$ cat config.mk
export PLATFORM = sky130hd
export DESIGN_NAME = frac_delay_line
export DESIGN_NICKNAME = d
export VERILOG_FILES = /design/src/rtl/fdl_pkg.sv /design/src/rtl/fdl_ring.sv /design/src/rtl/fdl_tap.sv /design/src/rtl/fdl_lerp.sv /design/src/rtl/frac_delay_line.sv
export SDC_FILE = /design/constraint.sdc
export NUM_CORES = 2
export LEC_CHECK = 0
export BUFFER_PORTS_ARGS = -buffer_cell sky130_fd_sc_hd__buf_4
export CELL_PAD_IN_SITES_DETAIL_PLACEMENT = 0
export CELL_PAD_IN_SITES_GLOBAL_PLACEMENT = 1
export CORE_MARGIN = 10
export CORE_UTILIZATION = 51
export DETAILED_ROUTE_END_ITERATION = 16
export PLACE_DENSITY = 0.82
export SLEW_MARGIN = 10
export SYNTH_ARGS = -nofsm -noshare
export SYNTH_HDL_FRONTEND = slang
export SYNTH_SLANG_ARGS = --single-unit
$ cat constraint.sdc
create_clock -name clk -period 21.7 [get_ports clk]
set_clock_uncertainty 0.2 [all_clocks]
set_input_delay 6.51 -clock clk [delete_from_list [all_inputs] [get_ports clk]]
set_output_delay 6.51 -clock clk [all_outputs]
set_load 0.02 [all_outputs]
$ cat src/rtl/fdl_pkg.sv
// Shared defaults for the fractional delay line.
// Assumes: users override through the top-level parameters only.
package fdl_pkg;
    localparam int FDL_ADDR_W = 6;
    localparam int FDL_DATA_W = 16;
    localparam int FDL_FRAC_W = 8;
endpackage

$ cat src/rtl/fdl_ring.sv
// Sample ring: storage of 2^ADDR_W words, write pointer and fill counter.
// Assumes: one write per strobe; reads are combinational and never hit the
// address being written in the same cycle (the tap logic guarantees this).
module fdl_ring #(
    parameter int ADDR_W = 6,
    parameter int DATA_W = 16
) (
    input  logic              clk,
    input  logic              rst_n,
    input  logic              wr_en,
    input  logic [DATA_W-1:0] wr_data,
    input  logic [ADDR_W-1:0] rd_addr0,
    input  logic [ADDR_W-1:0] rd_addr1,
    output logic [DATA_W-1:0] rd_data0,
    output logic [DATA_W-1:0] rd_data1,
    output logic [ADDR_W-1:0] wr_ptr,
    output logic [ADDR_W-1:0] filled
);
    localparam int DEPTH = 1 << ADDR_W;
    localparam logic [ADDR_W-1:0] FILL_MAX = ADDR_W'(DEPTH - 1);

    logic [DATA_W-1:0] mem [DEPTH];

    // Store the incoming sample; contents are not reset.
    always_ff @(posedge clk) begin
        if (wr_en) mem[wr_ptr] <= wr_data;
    end

    // Advance the write pointer modulo DEPTH and count writes up to saturation.
    always_ff @(posedge clk) begin
        if (!rst_n) begin
            wr_ptr <= '0;
            filled <= '0;
        end else if (wr_en) begin
            wr_ptr <= wr_ptr + 1'b1;
            if (filled != FILL_MAX) filled <= filled + 1'b1;
        end
    end

    // Two combinational read ports.
    assign rd_data0 = mem[rd_addr0];
    assign rd_data1 = mem[rd_addr1];

    // pointer steps by exactly one per strobe, wrapping
    a_r2_ptr_step: assert property (@(posedge clk) disable iff (!rst_n)
        wr_en |=> (wr_ptr == ADDR_W'($past(wr_ptr) + 1'b1)));
    a_r2_ptr_idle: assert property (@(posedge clk) disable iff (!rst_n)
        !wr_en |=> $stable(wr_ptr));
endmodule

$ cat src/rtl/fdl_tap.sv
// Tap locator: clamps the integer delay, forms the two read addresses behind
// the write pointer and flags whether each has been written since reset.
// Assumes: filled saturates at 2^ADDR_W-1.
module fdl_tap #(
    parameter int ADDR_W = 6
) (
    input  logic [ADDR_W-1:0] wr_ptr,
    input  logic [ADDR_W-1:0] filled,
    input  logic [ADDR_W-1:0] delay_int,
    output logic [ADDR_W-1:0] addr_near,
    output logic [ADDR_W-1:0] addr_far,
    output logic              near_ok,
    output logic              far_ok
);
    localparam int DEPTH = 1 << ADDR_W;
    localparam logic [ADDR_W-1:0] D_MAX = ADDR_W'(DEPTH - 2);
    localparam logic [ADDR_W-1:0] D_MIN = ADDR_W'(1);

    logic [ADDR_W-1:0] eff;

    // Clamp the delay into [1, DEPTH-2].
    always_comb begin
        if (delay_int < D_MIN)      eff = D_MIN;
        else if (delay_int > D_MAX) eff = D_MAX;
        else                        eff = delay_int;
    end

    // Tap addresses: newer neighbour at the delay, older one just behind it.
    assign addr_near = wr_ptr - eff;
    assign addr_far  = wr_ptr - eff - 1'b1;

    // A neighbour is valid only if that many samples have been written.
    assign near_ok = ({1'b0, eff} <= {1'b0, filled});
    assign far_ok  = ({1'b0, eff} + 1'b1 <= {1'b0, filled});
endmodule

$ cat src/rtl/fdl_lerp.sv
// Linear interpolator: near + floor(frac * (far - near) / 2^FRAC_W).
// Assumes: signed two's complement samples, unsigned fraction.
module fdl_lerp #(
    parameter int DATA_W = 16,
    parameter int FRAC_W = 8
) (
    input  logic signed [DATA_W-1:0] near_s,
    input  logic signed [DATA_W-1:0] far_s,
    input  logic        [FRAC_W-1:0] frac,
    output logic signed [DATA_W-1:0] result
);
    localparam int DIFF_W = DATA_W + 1;
    localparam int PROD_W = DIFF_W + FRAC_W + 1;

    logic signed [DIFF_W-1:0] diff;
    logic signed [FRAC_W:0]   frac_s;
    logic signed [PROD_W-1:0] prod;
    logic signed [PROD_W-1:0] step;
    logic signed [PROD_W-1:0] sum;

    // Extended difference, weighted step with floor rounding, and sum.
    always_comb begin
        diff   = DIFF_W'(far_s) - DIFF_W'(near_s);
        frac_s = {1'b0, frac};
        prod   = PROD_W'(diff) * PROD_W'(frac_s);
        step   = prod >>> FRAC_W;
        sum    = PROD_W'(near_s) + step;
        result = sum[DATA_W-1:0];
    end
endmodule

$ cat src/rtl/frac_delay_line.sv
// Circular fractional delay line. On each strobe it writes the new sample,
// reads two neighbours behind the write pointer and registers their linear
// blend. Never-written positions read as zero.
// Assumes: in_valid is a single-cycle strobe; delay may change at any time.
module frac_delay_line #(
    parameter int ADDR_W = fdl_pkg::FDL_ADDR_W,
    parameter int DATA_W = fdl_pkg::FDL_DATA_W,
    parameter int FRAC_W = fdl_pkg::FDL_FRAC_W
) (
    input  logic              clk,
    input  logic              rst_n,
    input  logic              in_valid,
    input  logic [DATA_W-1:0] in_sample,
    input  logic [ADDR_W-1:0] delay_int,
    input  logic [FRAC_W-1:0] delay_frac,
    output logic              out_valid,
    output logic [DATA_W-1:0] out_sample
);
    logic [ADDR_W-1:0] wr_ptr, filled, addr_near, addr_far;
    logic [DATA_W-1:0] rd_near, rd_far;
    logic              near_ok, far_ok;
    logic signed [DATA_W-1:0] near_s, far_s, blend;

    fdl_ring #(.ADDR_W(ADDR_W), .DATA_W(DATA_W)) u_ring (
        .clk(clk), .rst_n(rst_n), .wr_en(in_valid), .wr_data(in_sample),
        .rd_addr0(addr_near), .rd_addr1(addr_far),
        .rd_data0(rd_near), .rd_data1(rd_far),
        .wr_ptr(wr_ptr), .filled(filled)
    );

    fdl_tap #(.ADDR_W(ADDR_W)) u_tap (
        .wr_ptr(wr_ptr), .filled(filled), .delay_int(delay_int),
        .addr_near(addr_near), .addr_far(addr_far),
        .near_ok(near_ok), .far_ok(far_ok)
    );

    // Substitute zero for neighbours not yet written since reset.
    assign near_s = near_ok ? $signed(rd_near) : '0;
    assign far_s  = far_ok  ? $signed(rd_far)  : '0;

    fdl_lerp #(.DATA_W(DATA_W), .FRAC_W(FRAC_W)) u_lerp (
        .near_s(near_s), .far_s(far_s), .frac(delay_frac), .result(blend)
    );

    // Register the blended output and the valid pulse.
    always_ff @(posedge clk) begin
        if (!rst_n) begin
            out_valid  <= 1'b0;
            out_sample <= '0;
        end else begin
            out_valid <= in_valid;
            if (in_valid) out_sample <= blend;
        end
    end

    // valid pulse follows each strobe and only a strobe
    a_r9_valid_pulse: assert property (@(posedge clk) disable iff (!rst_n)
        in_valid |=> out_valid);
    a_r9_no_spurious: assert property (@(posedge clk) disable iff (!rst_n)
        !in_valid |=> !out_valid);
    // output holds between strobes
    a_r9_hold: assert property (@(posedge clk) disable iff (!rst_n)
        !in_valid |=> $stable(out_sample));
    // nothing written yet means a zero output
    a_r7_empty_zero: assert property (@(posedge clk) disable iff (!rst_n)
        (in_valid && filled == '0) |=> (out_sample == '0));
    // taps never collide with the slot being written
    a_r2_tap_clear: assert property (@(posedge clk) disable iff (!rst_n)
        in_valid |-> (addr_near != wr_ptr && addr_far != wr_ptr));
endmodule

* After elaboration in Yosys (flattened, before gate mapping)
Memory sizes are Yosys's and may differ from the RTL's. Index checks and enable logic that the tools add are counted.
Cells by class: add/subtract/negate cells 7, $mul 1, order comparisons 4, eq/ne operators 1, muxes and demuxes 6, reductions and logical operators 1
Operators by type and width (count):
- 2-to-1 mux 16 bit | 2
- multiplier 17 x 9 -> 24 bit | 1
- subtractor 16 x 16 -> 17 bit | 1
- adder 16 bit | 1
- adder 6 x 1 -> 6 bit, second input constant | 2
- 2-to-1 mux 6 bit | 2
- adder 6 x 1 -> 7 bit, second input constant | 1
- <= comparator 7 x 6 -> 1 bit | 1
- greater-than comparator 6 bit, second input constant | 1
- <= comparator 6 bit | 1
- less-than comparator 6 x 1 -> 1 bit, second input constant | 1
- != test 6 bit, second input constant | 1
- subtractor 6 x 1 -> 6 bit, second input constant | 1
- subtractor 6 bit | 1
- 2-to-1 mux 1 bit | 2
- AND reduction 2 bit | 1
Word-level totals: flip-flop bits (word level) 29, memory bits (writable) 1024, output and inout port bits 17, memories kept 1
Memories:
- u_ring.mem | words 64, width 16, read ports 2, clocked after memory_dff 0, wr ports 1, RTL line fdl_ring.sv:22 | logic [DATA_W-1:0] mem [DEPTH];

* Logic depth before layout (Yosys ltp)
An unclocked memory read counts as a cell.
word-level depth 10, mapped depth 54, mapped depth without buffers 51

* Hierarchy
Synthesis repeated with hierarchy kept, for this count alone.
Second synthesis, totals: cells, all modules 3374, area total of the unflattened synthesis 55811.0 µm²
By module, submodules not included:
- fdl_ring | times used 1, cells each 2409, area an instance 48034.8 µm²
- fdl_lerp | times used 1, cells each 779, area an instance 6175.9 µm²
- frac_delay_line | times used 1, cells each 87, area an instance 850.8 µm²
- fdl_tap | times used 1, cells each 99, area an instance 749.5 µm²

* Worst setup path before layout
OpenSTA, ideal clock, no wires.
kind input-to-reg, start point input port delay_int[2], end point register out_sample[15], setup time 0.133 ns, arrival time 17.973 ns, path slack 3.394 ns, stages 50, buffers on the path 5, cell sequence clkbuf_1 > nor4_1 > nor2_1 > a21oi_1 > ha_1 > inv_1 > fa_1 > clkbuf_1 > buf_1 > buf_2 > clkbuf_1 > mux4_2 > mux4_2 > a211oi_1 > a211oi_1 > ha_1 > fa_1 > nor2b_1 > [... 14 more ...] > ha_1 > inv_1 > a211oi_1 > o21a_1 > o21a_1 > o21a_1 > nor2_1 > xnor2_1 > ha_1 > o21a_1 > a21oi_1 > o21ai_1 > a2111oi_1 > o31ai_1 > or3_1 > a211o_1 > a21oi_1 > a311oi_1
On the way: word-level cells in the longest chain between the ends 10, elaborated cells on any way between the ends 15, classes of those cells add/sub (5); mul (1); order compare (4); mux (4); memory (1)
RTL lines:
- from (decl) | RTL line frac_delay_line.sv:14 | input logic [ADDR_W-1:0] delay_int,
- greater-than comparator 6 bit | RTL line fdl_tap.sv:24 | else if (delay_int > D_MAX) eff = D_MAX;
- 2-to-1 mux 6 bit | RTL line fdl_tap.sv:24
- 2-to-1 mux 6 bit (*) | RTL line fdl_tap.sv:23 | if (delay_int < D_MIN) eff = D_MIN;
- subtractor 6 bit | RTL line fdl_tap.sv:29, fdl_tap.sv:30
- subtractor 6 x 1 -> 6 bit | RTL line fdl_tap.sv:30 | assign addr_far = wr_ptr - eff - 1'b1;
- memory (64 x 16 bit)
- 2-to-1 mux 16 bit | RTL line frac_delay_line.sv:39 | assign far_s = far_ok ? $signed(rd_far) : '0;
- subtractor 16 x 16 -> 17 bit | RTL line fdl_lerp.sv:23 | diff = DIFF_W'(far_s) - DIFF_W'(near_s);
- multiplier 17 x 9 -> 24 bit | RTL line fdl_lerp.sv:25 | prod = PROD_W'(diff) * PROD_W'(frac_s);
- adder 16 bit (*) | RTL line fdl_lerp.sv:27 | sum = PROD_W'(near_s) + step;
- to (signal assigned) | RTL line frac_delay_line.sv:52 | if (in_valid) out_sample <= blend;
- to (decl) | RTL line frac_delay_line.sv:17 | output logic [DATA_W-1:0] out_sample
Every way passes the cells marked *; elsewhere a longest branch is shown, timed or not. A chain may end at the register's enable or synchronous reset.

* Worst setup path after layout
start point input port delay_int[3], end point register out_sample[15]
The elaborated chain is that of the path after synthesis.

==> metrics.yaml <==
outcome:
  outcome: "completed"
cts:
  clk_pin_slew_worst_paths_ns: 0.07
  clkLatencyLatePin_ns: 0.70
  cts_tree: "done"
  h-tree-depth: 3
  post_cts_resized: 0
  clockBufferDepth: 3
  clock-sinks: 1053
  clock-root-buffer: "clkbuf_16"
  cts_hold_buf: 0
  cts_setup_buffers: 0
  cts_inserted_buffers: 107
detailed_routing:
  dr.pass1.iters: 5
  drt_iter0_drc: 4222
  wl_um: 159000
  drc: 0
  num_vias: 31823
  via_per_inst: 6.95
  postRouteAntennaNets: 0
  wl_per_cell_um: 34.8
timing:
  fin_crit_ns: 20.14
  fin_crit_sh_pct: 92.8
  setup_tns_ns: 0
  rsz0062_at_grt: "no"
  setup_viol: 0
  hold_viol_final: 0
  max_freq_ghz: 0.0496
  tightest_slew_ns: 1.20
  slew_headroom_pct: 18.8
  drv_slew: 0
grt:
  grt_pass1_wl_um: 230000
  grt_max_degree: 125
  track_usage_pct: 26.2
  grt_pass1_vias: 32182
  overflow: 0
  antenna_found_initial: 6
logic_synthesis:
  ys_seq_area_share_pct: 56.7
  async_reset_ff_share_pct: 0
  synthCells: 3017
  synth-xor-area-share_pct: 0.943
  synth_edf_count: 1024
  netlist_top_cells_area: "edfxtp_1 (56%), mux4_2 (26%), fa_1 (3.8%)"
  synth_cell_types: 73
  yosysWarnings: 0
  synth_top_area_share_pct: 55.7
  synth_top_family_by_area: "multiplexers"
  synth-main-ff-cell: "edfxtp_1"
  ys_ff_latch: 1053
  syn_nets: 3250
  syn_avg_cell_area_um2: 18.3
  syn-cell-area_mm2: 0.0552
  synth_fa_ha_area_share_pct: 5.96
  synth_compound_area_share_pct: 1.94
  synthMuxAreaShare_pct: 27.6
  synth-simple-area-share_pct: 4.10
  synth_top_cell_by_area: "edfxtp_1"
floorplanning:
  num_rows: 120
  start_util_pct: 51.4
  core_mm2: 0.107
  pin_count: 50
  die_w_um: 349
  die_y_um: 349
  die_area_mm2: 0.122
finish:
  drive_above_1_share_pct: 33.8
  mostFrequentLayoutCells: "edfxtp_1 (1024), mux4_2 (636), inv_1 (179)"
  design_area_mm2: 0.0612
  final_cells: 4581
  nNetsFinal: 3318
  area_growth_pct: 10.8
  layout_commonest_cell: "edfxtp_1"
setup_path:
  cp.arrival_ns: 20.51
  crit_path_end_kind: "flip-flop"
  cp.required_ns: 22.07
  startpoint_type: "primary input"
  cpMaxStageDelayCell: "fa_4"
  path_class: "in -> reg"
  critPathMaxStageDelay_ns: 0.96
  crit_buf_inv: 8
  path_delay_family: "compound AO/OA/AOI/OAI gates"
  cpMostUsedCell: "o21a_1"
  crit_fanout: 31
placed_design:
  placed_area_mm2: 0.0577
  numPortBuffers: 49
  gp_congestion: 0.904
  hpwl_um: 97900
  dpl.cell_count: 4379
min_path:
  hold_path.class: "reg -> reg"
run:
  drv_cap: 0
## cell usage after synthesis, types with 20 or more instances
library cell  instances
fa_1                105
inv_1               179
buf_2                67
xnor2_1              43
and2_1               68
clkbuf_1            106
edfxtp_1           1024
dfxtp_1              29
mux4_2              636
a21oi_1              37
mux2i_1              68
and3_1               20
ha_1                 95
o21ai_0              33
nor2_1               95
nor2b_1              34
nand2_1             141
## area by class of cell
cell class | instances | area (um2)
Multi-Input combinational cell | 1593 | 22700
Clock buffer | 132 | 2860
Inverter | 179 | 672
Clock inverter | 68 | 579
Sequential cell | 1053 | 31300
Tap cell | 1403 | 1760
Fill cell | 7733 | 46200
Timing Repair Buffer | 151 | 1260
Antenna cell | 2 | 5.00
## final timing paths
| check | startpoint | end | slack [ns] | depth (start not counted) |
|---|---|---|---|---|
| min | out_sample[13] | out_sample[13] | 0.30 | 2 |
| max reg2reg | u_ring.wr_ptr[0] | out_sample[15] | 7.68 | 48 |
| max | delay_int[3] | out_sample[15] | 1.56 | 51 |
| min reg2reg | out_sample[13] | out_sample[13] | 0.30 | 2 |
## metrics by stage
stage | util [%] | hold WS [ns] | worst slack [ns]
final | 57.0 | 0.297 | 1.56
after global routing | 57.0 | 0.336 | 0.872
after CTS | 57.0 | 0.299 | 1.73
after detailed placement | 53.8 | 0.281 | 0.984
after global placement | 53.8 | 0.282 | 1.14
after floorplan | - | 0.303 | 3.39
## metal layers
metal	GRT usage, %	up-vias	routed length (um)
li1	-	12425	-
met1	33.8	16773	55800
met2	40.7	2214	75000
met3	7.73	399	20000
met4	12.9	12	8550
met5	0	-	80
## sequential cells by signal, indices dropped and copies added (netlist names)
register       cells
out_sample        16
out_valid          1
u_ring.filled      6
u_ring.mem      1024
u_ring.wr_ptr      6
## cell families after synthesis
group                      count (synthesis)
AOI/OAI and AO/OA                        154
xor gates and xnor gates                  56
adders and majority gates                200
buffers and inverters                    371
DFF                                     1053
muxes                                    723
and+or+nand+nor                          460
## tightest hold or removal path, stage by stage (launching register included)
cell	delay [ns]
dfxtp_1	0.32
nand2_1	0.06
a21boi_0	0.07
Power is left out: the tool's default activity adds up to more than one toggle a clock period on the data nets, which glitch-free logic cannot reach.
